`src/rtl/pcm_seq_pkg.sv`:
```
package pcm_seq_pkg;
  typedef enum logic [1:0] {
    OP_ANALOG   = 2'b00,
    OP_DIGITAL  = 2'b01,
    OP_SYNC     = 2'b10,
    OP_SYNC_END = 2'b11
  } op_t;

  localparam int unsigned WB_MIN = 6;
  localparam int unsigned WB_MAX = 12;

  function automatic logic [3:0] clamp_wb(input logic [3:0] wb);
    if (wb < 4'(WB_MIN)) return 4'(WB_MIN);
    if (wb > 4'(WB_MAX)) return 4'(WB_MAX);
    return wb;
  endfunction

  function automatic logic [4:0] fc_len(input logic [3:0] wb);
    case (wb)
      4'd7:    return 5'd21;
      4'd9:    return 5'd27;
      4'd10:   return 5'd20;
      4'd11:   return 5'd22;
      default: return 5'd24;
    endcase
  endfunction

  function automatic logic [2:0] fc_words(input logic [3:0] wb);
    if (wb == 4'd6) return 3'd4;
    if (wb <= 4'd9) return 3'd3;
    return 3'd2;
  endfunction
endpackage

```
`src/rtl/pcm_seq_decode.sv`:
```
module pcm_seq_decode
  import pcm_seq_pkg::*;
#(
  parameter int CMD_W = 16,
  parameter int SEL_W = 8,
  parameter int GO_W  = 3,
  parameter int PAT_W = 12
) (
  input  logic [CMD_W-1:0] cmd,
  input  logic [3:0]       wb,
  output op_t              op,
  output logic [SEL_W-1:0] sel,
  output logic [GO_W-1:0]  gain,
  output logic [GO_W-1:0]  offset,
  output logic [PAT_W-1:0] pattern
);
  localparam int OFS_LO  = SEL_W;
  localparam int GAIN_LO = SEL_W + GO_W;

  always_comb begin
    op      = op_t'(cmd[CMD_W-1 -: 2]);
    sel     = '0;
    gain    = '0;
    offset  = '0;
    pattern = '0;
    case (op)
      OP_ANALOG: begin
        sel    = cmd[SEL_W-1:0];
        offset = cmd[OFS_LO +: GO_W];
        gain   = cmd[GAIN_LO +: GO_W];
      end
      OP_DIGITAL: sel = cmd[SEL_W-1:0];
      default:    pattern = cmd[PAT_W-1:0] >> (4'(PAT_W) - wb);
    endcase
  end
endmodule

```
`src/rtl/pcm_seq_timing.sv`:
```
module pcm_seq_timing (
  input  logic       clk,
  input  logic       rst_n,
  input  logic       bit_tick,
  input  logic [3:0] wb,
  input  logic       hold,
  input  logic       at_origin,
  output logic       word_start,
  output logic       word_sync,
  output logic       frame_sync
);
  logic [3:0] bit_idx;
  logic       idle;
  logic       last_bit;

  assign last_bit   = idle || (bit_idx >= wb - 4'd1);
  assign word_start = bit_tick && last_bit && !hold;

  always_ff @(posedge clk or negedge rst_n) begin
    if (!rst_n) begin
      bit_idx    <= '0;
      idle       <= 1'b1;
      word_sync  <= 1'b0;
      frame_sync <= 1'b0;
    end else if (bit_tick) begin
      if (word_start) begin
        bit_idx <= '0;
        idle    <= 1'b0;
      end else if (!last_bit) begin
        bit_idx <= bit_idx + 4'd1;
      end
      word_sync  <= word_start;
      frame_sync <= word_start && at_origin;
    end
  end

  assert_wsync_tick_R10: assert property (@(posedge clk) disable iff (!rst_n)
    $rose(word_sync) |-> $past(bit_tick));
  assert_fsync_in_word_R11: assert property (@(posedge clk) disable iff (!rst_n)
    frame_sync |-> word_sync);
endmodule

```
`src/rtl/pcm_seq_slicer.sv`:
```
module pcm_seq_slicer
  import pcm_seq_pkg::*;
#(
  parameter int SEL_W   = 8,
  parameter int DW      = 12,
  parameter int TIME_W  = 64,
  parameter int FC_W    = 27,
  parameter int IDX_W   = 4,
  parameter int FC_CODE = 240,
  parameter int TM_CODE = 241
) (
  input  logic              clk,
  input  logic              rst_n,
  input  logic              start,
  input  op_t               op,
  input  logic [SEL_W-1:0]  sel,
  input  logic [3:0]        wb,
  input  logic              at_origin,
  input  logic [TIME_W-1:0] time_word,
  output logic [DW-1:0]     slice_data
);
  localparam logic [IDX_W-1:0] IDX_TOP = {IDX_W{1'b1}};

  logic             last_dig;
  logic [SEL_W-1:0] last_sel;
  logic [IDX_W-1:0] idx;
  logic [FC_W-1:0]  fc;

  logic             is_dig, cont, is_fc, is_tm;
  logic [2:0]       nw;
  logic [IDX_W-1:0] idx_use;
  logic [DW-1:0]    mask;
  logic [5:0]       fc_shift;
  logic [7:0]       tm_shift;
  logic [FC_W-1:0]  len_mask;

  always_comb begin
    is_dig   = (op == OP_DIGITAL);
    is_fc    = is_dig && (sel == SEL_W'(FC_CODE));
    is_tm    = is_dig && (sel == SEL_W'(TM_CODE));
    cont     = is_dig && last_dig && (last_sel == sel) && !at_origin;
    nw       = fc_words(wb);
    idx_use  = '0;
    if (cont) begin
      if (is_fc) idx_use = (idx + 1'b1 >= IDX_W'(nw)) ? '0 : idx + 1'b1;
      else       idx_use = (idx == IDX_TOP) ? idx : idx + 1'b1;
    end
    mask     = {DW{1'b1}} >> (4'(DW) - wb);
    fc_shift = 6'((3'(nw - 3'd1) - 3'(idx_use)) * 4'(wb));
    tm_shift = 8'(idx_use) * 8'(wb);
    len_mask = {FC_W{1'b1}} >> (5'(FC_W) - fc_len(wb));
    if (is_fc)      slice_data = DW'(fc >> fc_shift) & mask;
    else if (is_tm) slice_data = DW'(time_word >> tm_shift) & mask;
    else            slice_data = '0;
  end

  always_ff @(posedge clk or negedge rst_n) begin
    if (!rst_n) begin
      last_dig <= 1'b0;
      last_sel <= '0;
      idx      <= '0;
      fc       <= '0;
    end else if (start) begin
      last_dig <= is_dig;
      last_sel <= sel;
      idx      <= idx_use;
      if (op == OP_SYNC_END) fc <= (fc + 1'b1) & len_mask;
    end
  end

  assert_fc_slice_R7: assert property (@(posedge clk) disable iff (!rst_n)
    (last_dig && last_sel == SEL_W'(FC_CODE)) |-> (idx < IDX_W'(fc_words(wb))));
endmodule

```
`src/rtl/pcm_frame_seq.sv`:
```
module pcm_frame_seq
  import pcm_seq_pkg::*;
#(
  parameter int ADDR_W  = 11,
  parameter int CMD_W   = 16,
  parameter int SEL_W   = 8,
  parameter int GO_W    = 3,
  parameter int DW      = 12,
  parameter int TIME_W  = 64,
  parameter int FC_CODE = 240,
  parameter int TM_CODE = 241
) (
  input  logic              clk,
  input  logic              rst_n,
  input  logic              bit_tick,
  input  logic [3:0]        word_bits,
  output logic [ADDR_W-1:0] prog_addr,
  input  logic [CMD_W-1:0]  prog_data,
  input  logic [TIME_W-1:0] time_word,
  output logic              req_valid,
  input  logic              req_ready,
  output logic [1:0]        req_kind,
  output logic [SEL_W-1:0]  req_sel,
  output logic [GO_W-1:0]   req_gain,
  output logic [GO_W-1:0]   req_offset,
  output logic [DW-1:0]     req_data,
  output logic              word_sync,
  output logic              frame_sync
);
  localparam int FC_W = 27;

  logic [3:0]       wb;
  op_t              op;
  logic [SEL_W-1:0] sel;
  logic [GO_W-1:0]  gain, offset;
  logic [DW-1:0]    pattern, slice_data;
  logic             start, pending, at_origin;

  assign wb        = clamp_wb(word_bits);
  assign pending   = req_valid && !req_ready;
  assign at_origin = (prog_addr == '0);

  pcm_seq_decode #(.CMD_W(CMD_W), .SEL_W(SEL_W), .GO_W(GO_W), .PAT_W(DW)) u_dec (
    .cmd(prog_data), .wb(wb), .op(op), .sel(sel),
    .gain(gain), .offset(offset), .pattern(pattern)
  );

  pcm_seq_timing u_tim (
    .clk(clk), .rst_n(rst_n), .bit_tick(bit_tick), .wb(wb), .hold(pending),
    .at_origin(at_origin), .word_start(start),
    .word_sync(word_sync), .frame_sync(frame_sync)
  );

  pcm_seq_slicer #(.SEL_W(SEL_W), .DW(DW), .TIME_W(TIME_W), .FC_W(FC_W),
                   .FC_CODE(FC_CODE), .TM_CODE(TM_CODE)) u_slc (
    .clk(clk), .rst_n(rst_n), .start(start), .op(op), .sel(sel), .wb(wb),
    .at_origin(at_origin), .time_word(time_word), .slice_data(slice_data)
  );

  always_ff @(posedge clk or negedge rst_n) begin
    if (!rst_n) begin
      prog_addr  <= '0;
      req_valid  <= 1'b0;
      req_kind   <= '0;
      req_sel    <= '0;
      req_gain   <= '0;
      req_offset <= '0;
      req_data   <= '0;
    end else if (start) begin
      prog_addr  <= (op == OP_SYNC_END) ? '0 : prog_addr + 1'b1;
      req_valid  <= 1'b1;
      req_kind   <= op;
      req_sel    <= sel;
      req_gain   <= gain;
      req_offset <= offset;
      req_data   <= (op == OP_DIGITAL) ? slice_data :
                    (op == OP_ANALOG)  ? '0 : pattern;
    end else if (req_ready) begin
      req_valid  <= 1'b0;
    end
  end

  assert_hold_R12: assert property (@(posedge clk) disable iff (!rst_n)
    (req_valid && !req_ready) |=> (req_valid && $stable(req_kind) && $stable(req_sel)
                                   && $stable(req_data) && $stable(prog_addr)));
  assert_frame_end_R5: assert property (@(posedge clk) disable iff (!rst_n)
    (start && op == OP_SYNC_END) |=> (prog_addr == '0));
  assert_sync_fields_R4: assert property (@(posedge clk) disable iff (!rst_n)
    (req_valid && req_kind[1]) |-> (req_sel == '0 && req_gain == '0));
endmodule

```
`config.mk`:
```
export PLATFORM = sky130hd
export DESIGN_NAME = pcm_frame_seq
export DESIGN_NICKNAME = d
export VERILOG_FILES = /design/src/rtl/pcm_seq_pkg.sv /design/src/rtl/pcm_seq_decode.sv /design/src/rtl/pcm_seq_timing.sv /design/src/rtl/pcm_seq_slicer.sv /design/src/rtl/pcm_frame_seq.sv
export SDC_FILE = /design/constraint.sdc
export NUM_CORES = 1
export LEC_CHECK = 0
export BUFFER_PORTS_ARGS = -buffer_cell sky130_fd_sc_hd__buf_2
export CAP_MARGIN = 5
export CORE_ASPECT_RATIO = 0.6
export CORE_MARGIN = 10
export CORE_UTILIZATION = 50
export DETAILED_ROUTE_END_ITERATION = 10
export GPL_TIMING_DRIVEN = 0
export PLACE_DENSITY = 0.7
export SETUP_SLACK_MARGIN = 0.4
export SLEW_MARGIN = 20
export SYNTH_ARGS = -nofsm -noshare
export SYNTH_HDL_FRONTEND = slang
export SYNTH_HIERARCHICAL = 1
export SYNTH_SLANG_ARGS = --single-unit
```
`constraint.sdc`:
```
create_clock -name clk -period 15.5 [get_ports clk]
set_input_delay 3.1 -clock clk [delete_from_list [all_inputs] [get_ports clk]]
set_output_delay 3.1 -clock clk [all_outputs]
set_load 0.01 [all_outputs]
```
# --- Word level (Yosys, flattened, before mapping) ---
# Cells that the tools add are included.
totals:
  out_inout_bits: 42
  word_cells: 101
  ff_bits: 79
classes:
  add_sub_neg: 9
  n_mul: 2
  eq_ne: 12
  muxes: 31
  n_lt_le_gt_ge: 5
  n_bitwise: 3
  n_reduce_logical: 20
  n_shift: 5
ops:
  columns: ["operator", "n"]
  rows:
  - ["$shr A64 B8 Y12", 1]
  - ["$mux W12", 4]
  - ["$mux W4", 10]
  - ["$add A27 B1 Y27 const B", 1]
  - ["$and A27 B27 Y27", 1]
  - ["$shr A27 B5 Y27 const A", 1]
  - ["$shr A27 B6 Y12", 1]
  - ["$and A12 B12 Y12", 2]
  - ["$mux W3", 6]
  - ["$eq A4 B4 Y1 const B", 4]
  - ["$eq A8 B8 Y1 const B", 2]
  - ["$pmux W4 S4", 1]
  - ["$shr A12 B4 Y12", 1]
  - ["$shr A12 B4 Y12 const A", 1]
  - ["$add A11 B1 Y11 const B", 1]
  - ["$logic_not A11 Y1", 1]
  - ["$mux W11", 1]
  - ["$logic_and A1 B1 Y1", 9]
  - ["$add A4 B1 Y4 const B", 2]
  - ["$eq A4 B3 Y1 const B", 2]
  - ["$eq A8 B8 Y1", 1]
  - ["$mul A4 B4 Y8", 1]
  - ["$mux W1", 8]
  - ["$mux W8", 1]
  - ["20 further kinds", 24]

# --- Logic depth before layout (Yosys ltp) ---
# Gate-level depths: netlist of the first run.
depth:
  word_depth: 20
  depth_mapped: 37
  ltp_nobuf: 37

# --- Hierarchy ---
# The synthesis of the first run kept the hierarchy.
by_module_without_submodules:
  columns: ["module", "instances", "seq_area_each_um2", "cells_per_inst", "area_each_um2"]
  rows:
  - ["pcm_seq_slicer", 1, 1001.0, 967, 8161.6]
  - ["pcm_frame_seq", 1, 1001.0, 162, 1785.5]
  - ["pcm_seq_decode", 1, 0.0, 101, 793.3]
  - ["pcm_seq_timing", 1, 176.4, 44, 471.7]

# --- Worst setup path before layout of the first run ---
# OpenSTA, ideal clock, no wires.
synth_path:
  path_kind: "in2reg"
  startpoint: "input port word_bits[1]"
  endpoint: "register req_data[10]"
  path_buffers: 0
  t_arrival_ps: 11269
  path_stages: 36
  t_required_ps: 15423
  path_slack_ps: 4154
  path_cell_list: "inv_1 -> o21ai_0 -> inv_1 -> ha_1 -> nor2_1 -> o21ai_0 -> and2_1 -> ha_1 -> or3b_2 -> a21oi_1 -> a21oi_4 -> or2_2 -> a21oi_1 -> inv_1 -> ha_1 -> a21o_1 -> a21o_1 -> inv_1 -> nand2_1 -> fa_1 -> fa_1 -> inv_1 -> fa_1 -> ha_1 -> fa_1 -> xnor2_1 -> xnor2_1 -> xnor2_1 -> xnor2_1 -> nand2_1 -> nor2_1 -> nand2_1 -> a2111o_1 -> o41ai_1 -> a22oi_1 -> a21oi_1"
synth_between:
  elab_chain_cells: 20
  word_cells_on_any_way: 40
  classes_between: "add/sub (4); mul (2); order compare (5); eq/ne (1); shift (4); mux (19); bitwise (2); reduce/logical (3)"
synth_lines:
  columns: ["item", "line_no", "text"]
  rows:
  - ["start: declaration", "pcm_frame_seq.sv:16", "input logic [3:0] word_bits,"]
  - ["$gt A4 B4 Y1", "pcm_seq_pkg.sv:14", "if (wb > 4'(WB_MAX)) return 4'(WB_MAX);"]
  - ["$mux W1 (2 in series)", "pcm_seq_pkg.sv:14", null]
  - ["$mux W4", "pcm_seq_pkg.sv:15", "return wb;"]
  - ["$mux W4 *", "pcm_seq_pkg.sv:14", null]
  - ["net wb[1]", "pcm_frame_seq.sv:32", "logic [3:0] wb;"]
  - ["$le A4 B4 Y1", "pcm_seq_pkg.sv:30", "if (wb <= 4'd9) return 3'd3;"]
  - ["$mux W1 (2 in series)", "pcm_seq_pkg.sv:30", null]
  - ["$mux W3", "pcm_seq_pkg.sv:31", "return 3'd2;"]
  - ["[... 4 more ...]", null, null]
  - ["$mux W4", "pcm_seq_slicer.sv:44", "if (cont) begin"]
  - ["$sub A3 B3 Y4 or $mul A4 B4 Y8 (tied branches)", "pcm_seq_slicer.sv:49, pcm_seq_slicer.sv:50", null]
  - ["$mul A6 B4 Y6 or $shr A64 B8 Y12 (tied branches)", "pcm_seq_slicer.sv:49, pcm_seq_slicer.sv:53", null]
  - ["$shr A27 B6 Y12 or $and A12 B12 Y12 (tied branches)", "pcm_seq_slicer.sv:52, pcm_seq_slicer.sv:53", null]
  - ["$and A12 B12 Y12 or $mux W12 (tied branches)", "pcm_seq_slicer.sv:52, pcm_seq_slicer.sv:53", null]
  - ["$mux W12 *", "pcm_seq_slicer.sv:52", "if (is_fc) slice_data = DW'(fc >> fc_shift) & mask;"]
  - ["net slice_data[10]", "pcm_frame_seq.sv:36", "logic [DW-1:0] pattern, slice_data;"]
  - ["$mux W12 *", "pcm_frame_seq.sv:76", "req_data <= (op == OP_DIGITAL) ? slice_data :"]
  - ["end signal: assignment", "pcm_frame_seq.sv:76", null]
  - ["end: declaration", "pcm_frame_seq.sv:26", "output logic [DW-1:0] req_data,"]
# Mark *: on every way through the listed nets, which the timed path passes. The rest lies on a longest branch. The select of a mux whose other input is x is not followed.
# A chain may end at the register's enable or synchronous reset.

# --- Final worst setup path of the first run ---
layout_path:
  startpoint: "input port word_bits[2]"
  endpoint: "register req_data[4]"
layout_between:
  elab_chain_cells: 20
  word_cells_on_any_way: 40
  classes_between: "add/sub (4); mul (2); order compare (5); eq/ne (1); shift (4); mux (19); bitwise (2); reduce/logical (3)"
layout_lines:
  columns: ["item", "line_no", "text"]
  rows:
  - ["$gt A4 B4 Y1", "pcm_seq_pkg.sv:14", null]
  - ["$mux W1 (2 in series)", "pcm_seq_pkg.sv:14", null]
  - ["$mux W4", "pcm_seq_pkg.sv:15", null]
  - ["$mux W4 *", "pcm_seq_pkg.sv:14", null]
  - ["net wb[2]", "pcm_frame_seq.sv:32", null]
  - ["$le A4 B4 Y1", "pcm_seq_pkg.sv:30", null]
  - ["$mux W1 (2 in series)", "pcm_seq_pkg.sv:30", null]
  - ["$mux W3", "pcm_seq_pkg.sv:31", null]
  - ["[... 5 more ...]", null, null]
  - ["net u_slc.idx_use[0]", "pcm_seq_slicer.sv:31", "logic [IDX_W-1:0] idx_use;"]
  - ["$sub A3 B3 Y4 or $mul A4 B4 Y8 (tied branches)", "pcm_seq_slicer.sv:49, pcm_seq_slicer.sv:50", null]
  - ["$mul A6 B4 Y6 or $shr A64 B8 Y12 (tied branches)", "pcm_seq_slicer.sv:49, pcm_seq_slicer.sv:53", null]
  - ["$shr A27 B6 Y12 or $and A12 B12 Y12 (tied branches)", "pcm_seq_slicer.sv:52, pcm_seq_slicer.sv:53", null]
  - ["$and A12 B12 Y12 or $mux W12 (tied branches)", "pcm_seq_slicer.sv:52, pcm_seq_slicer.sv:53", null]
  - ["$mux W12 *", "pcm_seq_slicer.sv:52", null]
  - ["net slice_data[4]", "pcm_frame_seq.sv:36", null]
  - ["$mux W12 *", "pcm_frame_seq.sv:76", null]
# Marks and branches as above.

==> results.tsv, run 1 <==
stage	metric	value	unit
sta	Tmin final	13.07	ns
power_and_ir_drop	PwrDens	83.1	mW/mm²
sta	Final Slew Violations	0	
cts	CTS H-tree lvls	3	
grt	total track usage	0.305	
cts	post-cts resize count	0	
cts	clk slew on worst S/H paths	0.08	ns
cts	Bufs on Longest Clock Path	2	
cts	CTS tree	built	
worst_setup_path	Setup crit end kind	flip-flop	
worst_setup_path	Critical Path Fanout Max	13	
hold_path	min-delay worst type	reg2reg	
sta	WHS	0.505	ns
worst_setup_path	CP required	15.78	ns
placed_design	RD Place Congestion	1.05	
route	Routed WL	45100	µm
route	vias per cell	6.79	
route	DR vias	11596	
yosys	asr flop ratio synth	1.00	
final_layout	commonest non-fill, non-tap cell in the layout	mux2i_1	
yosys	EDFF count, synth	0	
grt	largest net degree at the start of global routing	66	
final_layout	area delta synth->final	12.1	%
flow_run	Max-Cap Viols	0	
sta	clk_skew	0.0122	ns
yosys	Ys Warns	6	
grt	vias in the first global route	11109	
floorplan	initial core utilization	0.508	
route	DR DRC count	0	
floorplan	total die area	0.0290	mm²
yosys	syn_area_per_cell	8.80	µm²
yosys	Synthesized Nets	1418	
yosys	synthesized flop and latch total	87	
sta	Least-Margin Pin Slew	1.21	ns
power_and_ir_drop	leakage power	5.34	nW
placed_design	dpl cell area	0.0123	mm²
floorplan	Die X	213	µm
yosys	Main synth FF type	dfrtp_1	
cts	CTS Buf Count	9	
route	initial drt markers	1590	
final_layout	layout cells sized above 1	0.197	
sta	Slew HR	0.185	
outcome	status	completed	
yosys	post-synthesis sequential area ratio	0.194	
power_and_ir_drop	Max VDD drop	96.1	µV
yosys	Cells after Synth	1274	
route	WL/cell	26.4	µm
floorplan	Site Rows	42	
final_layout	nets@finish	1560	
floorplan	Core Footprint	0.0221	mm²
cts	worst-skew pair later-pin latency	0.35	ns
placed_design	HPWL Detailed	36600	µm
grt	GRT overflow	0	
grt	antenna violations before repair	0	
floorplan	chip height	136	µm
final_layout	n_diodes	0	
yosys	synth unique cells	96	
final_layout	most frequent cells in the layout	154 x mux2i_1, 131 x buf_2, 118 x nor2_1	
sta	crit share post-route	0.843	
yosys	synthesized area	0.0112	mm²
sta	Max Fclk	0.0765	GHz
cts	clk root buf	clkbuf_16	
sta	unrepaired setup endpoints after global routing	false	
grt	first-pass GRT wire length	68500	µm
route	Antenna Nets Post-Route	0	
worst_setup_path	CP Class	in2reg	
final_layout	FILL cells	2031	
sta	Final Hold Fails	0	
sta	TNS Setup	0	ns
sta	Final Setup Violations	0	
cts	clock sink count	87	
route	DR pass1 iterations	7	
worst_setup_path	crit path DAT	13.35	ns
placed_design	port bufs	129	
floorplan	I/O pins	130	
final_layout	Post-Layout Inst Area	0.0126	mm²
worst_setup_path	Setup crit start kind	primary input	
cts	Post-CTS Hold Fix Bufs	0	
cts	Post-CTS Setup Bufs	0	
## final timing paths
path / from / end / slack (ns) / depth (start not counted)
worst max-delay path: word_bits[2] / req_data[4] / 2.43 / 28
max in group asynchronous: rst_n / u_tim/idle / 12.28 / 2
worst min-delay path: req_gain[1] / req_gain[1] / 0.50 / 1
min in group asynchronous: rst_n / u_slc/fc[5] / 2.60 / 1
worst max register to register: u_slc/idx[0] / req_data[4] / 6.84 / 20
worst min register to register: req_gain[1] / req_gain[1] / 0.50 / 1
## layout make-up
cell class / count / area [µm²] / area share
Multi-Input combinational cell: 1054 / 8380 / 0.666
Sequential cell: 87 / 2180 / 0.173
Timing Repair Buffer: 131 / 687 / 0.0546
Buffer: 87 / 485 / 0.0386
Tap cell: 286 / 358 / 0.0285
Clock buffer: 9 / 225 / 0.0179
Inverter: 46 / 173 / 0.0137
Clock inverter: 7 / 88.8 / 0.00707
## cells in the mapped netlist, drive strengths merged, types with 11 or more instances
master	count	area share
a211oi	19	0.013
a21oi	63	0.029
a221oi	12	0.0099
a22oi	21	0.014
a31oi	11	0.0061
and2	23	0.013
buf	29	0.023
clkbuf	58	0.021
dfrtp	86	0.19
ha	46	0.051
inv	45	0.015
mux2	40	0.040
mux2i	154	0.14
mux4	41	0.085
nand2	108	0.036
nand3	42	0.019
nand4	13	0.0078
nor2	118	0.040
nor2b	20	0.011
nor3	23	0.013
o21ai	54	0.025
xnor2	16	0.012
xor2	31	0.024
## layer usage
metal,wire length (µm),GRT usage
met4,222,0.0325
met2,17200,0.388
met3,7060,0.157
met1,20700,0.451
met5,0,0
## critical path, cell delays in order
cell       delay (ns)
buf_2            0.11
nand2b_1         0.36
o21ai_0          0.16
and2_1           0.55
inv_1            0.36
ha_1             0.32
nor2_1           0.09
o21ai_0          0.17
and2_1           0.27
ha_1             0.27
or3b_2           0.46
a21oi_1          0.31
a21oi_4          0.16
or2_2            0.35
nor2_1           0.26
nand2_1          0.13
fa_1             0.53
fa_1             0.54
fa_1             0.51
xnor2_1          0.96
clkbuf_1         0.63
clkbuf_1         0.66
a2111oi_0        0.20
a22oi_1          0.54
a31oi_1          0.28
a21oi_1          0.60
a22oi_1          0.22
a21oi_1          0.21
## metrics by stage
| stage | instances | setup WS [ns] | util | total power, mW |
|---|---|---|---|---|
| 3_3_place_gp | 1689 | 1.94 | 0.553 | 0.797 |
| 5_1_grt | 1707 | 1.99 | 0.570 | 1.11 |
| 6_report | 1707 | 2.43 | 0.570 | 1.05 |
| 2_1_floorplan | 1274 | 4.15 | - | 0.642 |
| 3_5_place_dp | 1691 | 2.47 | 0.555 | 0.805 |
| 4_1_cts | 1707 | 2.79 | 0.570 | 1.04 |
## registers in the layout, summed over array words and instances, names as in the netlist
name              cells
u_tim/bit_idx         4
u_slc/fc             27
u_tim/idle            1
req_valid             1
u_slc/last_sel        8
prog_addr            11
u_tim/word_sync       1
u_slc/idx             4
req_kind              2
req_sel               8
req_offset            3
req_gain              3
u_slc/last_dig        1
req_data             12
u_tim/frame_sync      1
## cell families after synthesis
logic type / Yosys count / share of synthesized area
AO/OA/AOI/OAI: 294 / 0.187
XOR/XNOR: 47 / 0.0367
adder cells (fa/ha/maj): 56 / 0.0692
buffers and inverters: 133 / 0.0587
flip-flops: 87 / 0.194
multiplexers: 235 / 0.263
other: 1 / 0.000334
AND/OR/NAND/NOR: 421 / 0.191
## report_power, final
part	switching [mW]	internal, mW
clock network	0.104	0.129
logic	0.272	0.198
registers	0.0514	0.291
No activity file was read; power rests on OpenSTA's default activity.
==> inputs of run 2 (changes only) <==
==> constraint.sdc (replaced) <==
create_clock -name clk -period 12.66 [get_ports clk]
set_input_delay 2.532 -clock clk [delete_from_list [all_inputs] [get_ports clk]]
set_output_delay 2.532 -clock clk [all_outputs]
set_load 0.01 [all_outputs]
==> run 2 against run 1 <==
  * Sequential cell count stayed put
  * Critical path depth stayed put
  * Register-to-register slack worse by 2.5 ns
  * Largest power group unchanged
  * Highest routed layer unchanged
==> results.tsv, run 2 (same netlist as run 1, synthesis figures left out) <==
stage	metric	value	unit
placed_design	HPWL Detailed	36600	µm
route	vias per cell	6.77	
floorplan	Core Footprint	0.0221	mm²
worst_setup_path	Max stage delay on crit path	0.95	ns
floorplan	Die X	213	µm
sta	Max Fclk	0.0854	GHz
hold_path	min-delay worst type	reg2reg	
final_layout	Post-Layout Inst Area	0.0126	mm²
route	DR pass1 iterations	5	
final_layout	commonest non-fill, non-tap cell in the layout	mux2i_1	
placed_design	port bufs	129	
sta	Final Hold Fails	0	
placed_design	Place WS	0.202	ns
route	DR vias	11554	
final_layout	layout cells sized above 1	0.204	
cts	Post-CTS Hold Fix Bufs	0	
grt	antenna violations before repair	0	
power_and_ir_drop	Max VDD drop	118	µV
final_layout	Largest register FFs	27	
sta	unrepaired setup endpoints after global routing	false	
cts	CTS H-tree lvls	3	
final_layout	n_diodes	0	
grt	GRT overflow	0	
worst_setup_path	CP Class	in2reg	
final_layout	most frequent cells in the layout	154 x mux2i_1, 131 x buf_2, 118 x nor2_1	
worst_setup_path	Critical Path Fanout Max	13	
floorplan	initial core utilization	0.508	
worst_setup_path	Setup crit end kind	flip-flop	
floorplan	Site Rows	42	
route	WL/cell	26.4	µm
grt	largest net degree at the start of global routing	66	
power_and_ir_drop	Psw	524	µW
power_and_ir_drop	Clk pwr share	0.222	
cts	Bufs on Longest Clock Path	2	
cts	Post-CTS Setup Bufs	0	
worst_setup_path	CP required	12.94	ns
sta	worst setup margin	0.950	ns
sta	Slew HR	0.199	
sta	Final Setup Violations	0	
power_and_ir_drop	leakage power	5.35	nW
floorplan	chip height	136	µm
power_and_ir_drop	PwrDens	102	mW/mm²
floorplan	I/O pins	130	
cts	CTS Buf Count	9	
worst_setup_path	crit path DAT	11.99	ns
cts	clk root buf	clkbuf_16	
cts	worst-skew pair later-pin latency	0.35	ns
final_layout	Largest Register	u_slc/fc	
cts	clk slew on worst S/H paths	0.07	ns
floorplan	total die area	0.0290	mm²
sta	Final Slew Violations	0	
worst_setup_path	Setup crit start kind	primary input	
power_and_ir_drop	combinational share of power	0.451	
worst_setup_path	most used cell, CP	fa_1	
flow_run	Max-Cap Viols	0	
final_layout	biggest regs	u_slc/fc x27, req_data x12, prog_addr x11	
route	Routed WL	45100	µm
power_and_ir_drop	Flop pwr share	0.327	
sta	Least-Margin Pin Slew	1.19	ns
grt	total track usage	0.305	
power_and_ir_drop	Internal	758	µW
outcome	status	completed	
sta	clk_skew	0.00870	ns
sta	crit share post-route	0.925	
power_and_ir_drop	Sw Share	0.409	
route	Antenna Nets Post-Route	0	
final_layout	area delta synth->final	12.5	%
placed_design	dpl cell area	0.0123	mm²
placed_design	RD Place Congestion	1.05	
worst_setup_path	Worst path slowest cell	xnor2_1	
cts	CTS tree	built	
route	initial drt markers	1712	
route	DR DRC count	0	
cts	clock sink count	87	
final_layout	nets@finish	1560	
grt	first-pass GRT wire length	68500	µm
grt	vias in the first global route	11109	
sta	Tmin final	11.71	ns
## run 2: changes by cell type in the layout (fill, tap and decap cells not counted), moves of 2 or more
cell and delta:
o32ai_1 -2, buf_1 -2, o32ai_2 +2, clkbuf_2 +2
## run 2: power by group through the flow
| stage | logic [mW] | clock network (mW) | registers (mW) |
|---|---|---|---|
| finish | 0.578 | 0.285 | 0.419 |
| global route | 0.633 | 0.301 | 0.430 |
| CTS | 0.569 | 0.291 | 0.419 |
| detailed placement | 0.564 | 0 | 0.422 |
| global placement | 0.554 | 0 | 0.423 |
| floorplan | 0.349 | 0 | 0.437 |
## run 2: worst paths after layout
check	startpoint	endpoint	slack, ns	cells after the start
setup / recovery	word_bits[2]	req_data[4]	0.95	28
hold / removal	req_gain[1]	req_gain[1]	0.50	1
setup reg to reg	u_slc/idx[0]	req_data[4]	4.33	20
hold reg to reg	req_gain[1]	req_gain[1]	0.50	1
max in group asynchronous	rst_n	u_tim/idle	10.01	2
min in group asynchronous	rst_n	u_slc/fc[5]	2.03	1
## run 2: cell type report
type                       count  area [µm²]
fill                        2032        9460
multi-input combinational   1054        8410
sequential                    87        2180
timing repair buffer         131         687
buffer                        87         488
tap                          286         358
clock buffer                   9         225
inverter                      46         176
clock inverter                 7        88.8
## run 2: stage by stage
stage,power (mW),hold WS (ns),std cells,util,TNS [ns]
final,1.28,0.505,1707,0.571,0
after CTS,1.28,0.507,1707,0.570,0
after floorplan,0.786,0.480,1274,-,0
after detailed placement,0.986,0.490,1691,0.555,0
after global routing,1.36,0.522,1707,0.571,0
after global placement,0.976,0.486,1689,0.553,-0.898
## run 2: timing repair
action / in CTS / in global routing
resized for setup: 0 / 11
hold endpoints to repair: 0 / 0
setup endpoints to repair: 0 / 12
## run 2: critical path, delay by kind of cell
kind	cells	cell delay [ns]
adder cells (fa/ha/maj)	5	2.14
AO/OA/AOI/OAI	10	2.46
AND/OR/NAND/NOR	8	2.21
buffers and inverters	4	1.66
XOR/XNOR	1	0.95
## run 2: layer usage
| metal | routed length [µm] | vias to the layer above | share of wire | GRT usage |
|---|---|---|---|---|
| li1 | - | 5101 | - | - |
| met1 | 20600 | 5658 | 0.46 | 0.451 |
| met2 | 17100 | 765 | 0.38 | 0.388 |
| met3 | 7080 | 30 | 0.16 | 0.157 |
| met4 | 297 | 0 | 0.0066 | 0.0325 |
| met5 | 0 | - | 0 | 0 |
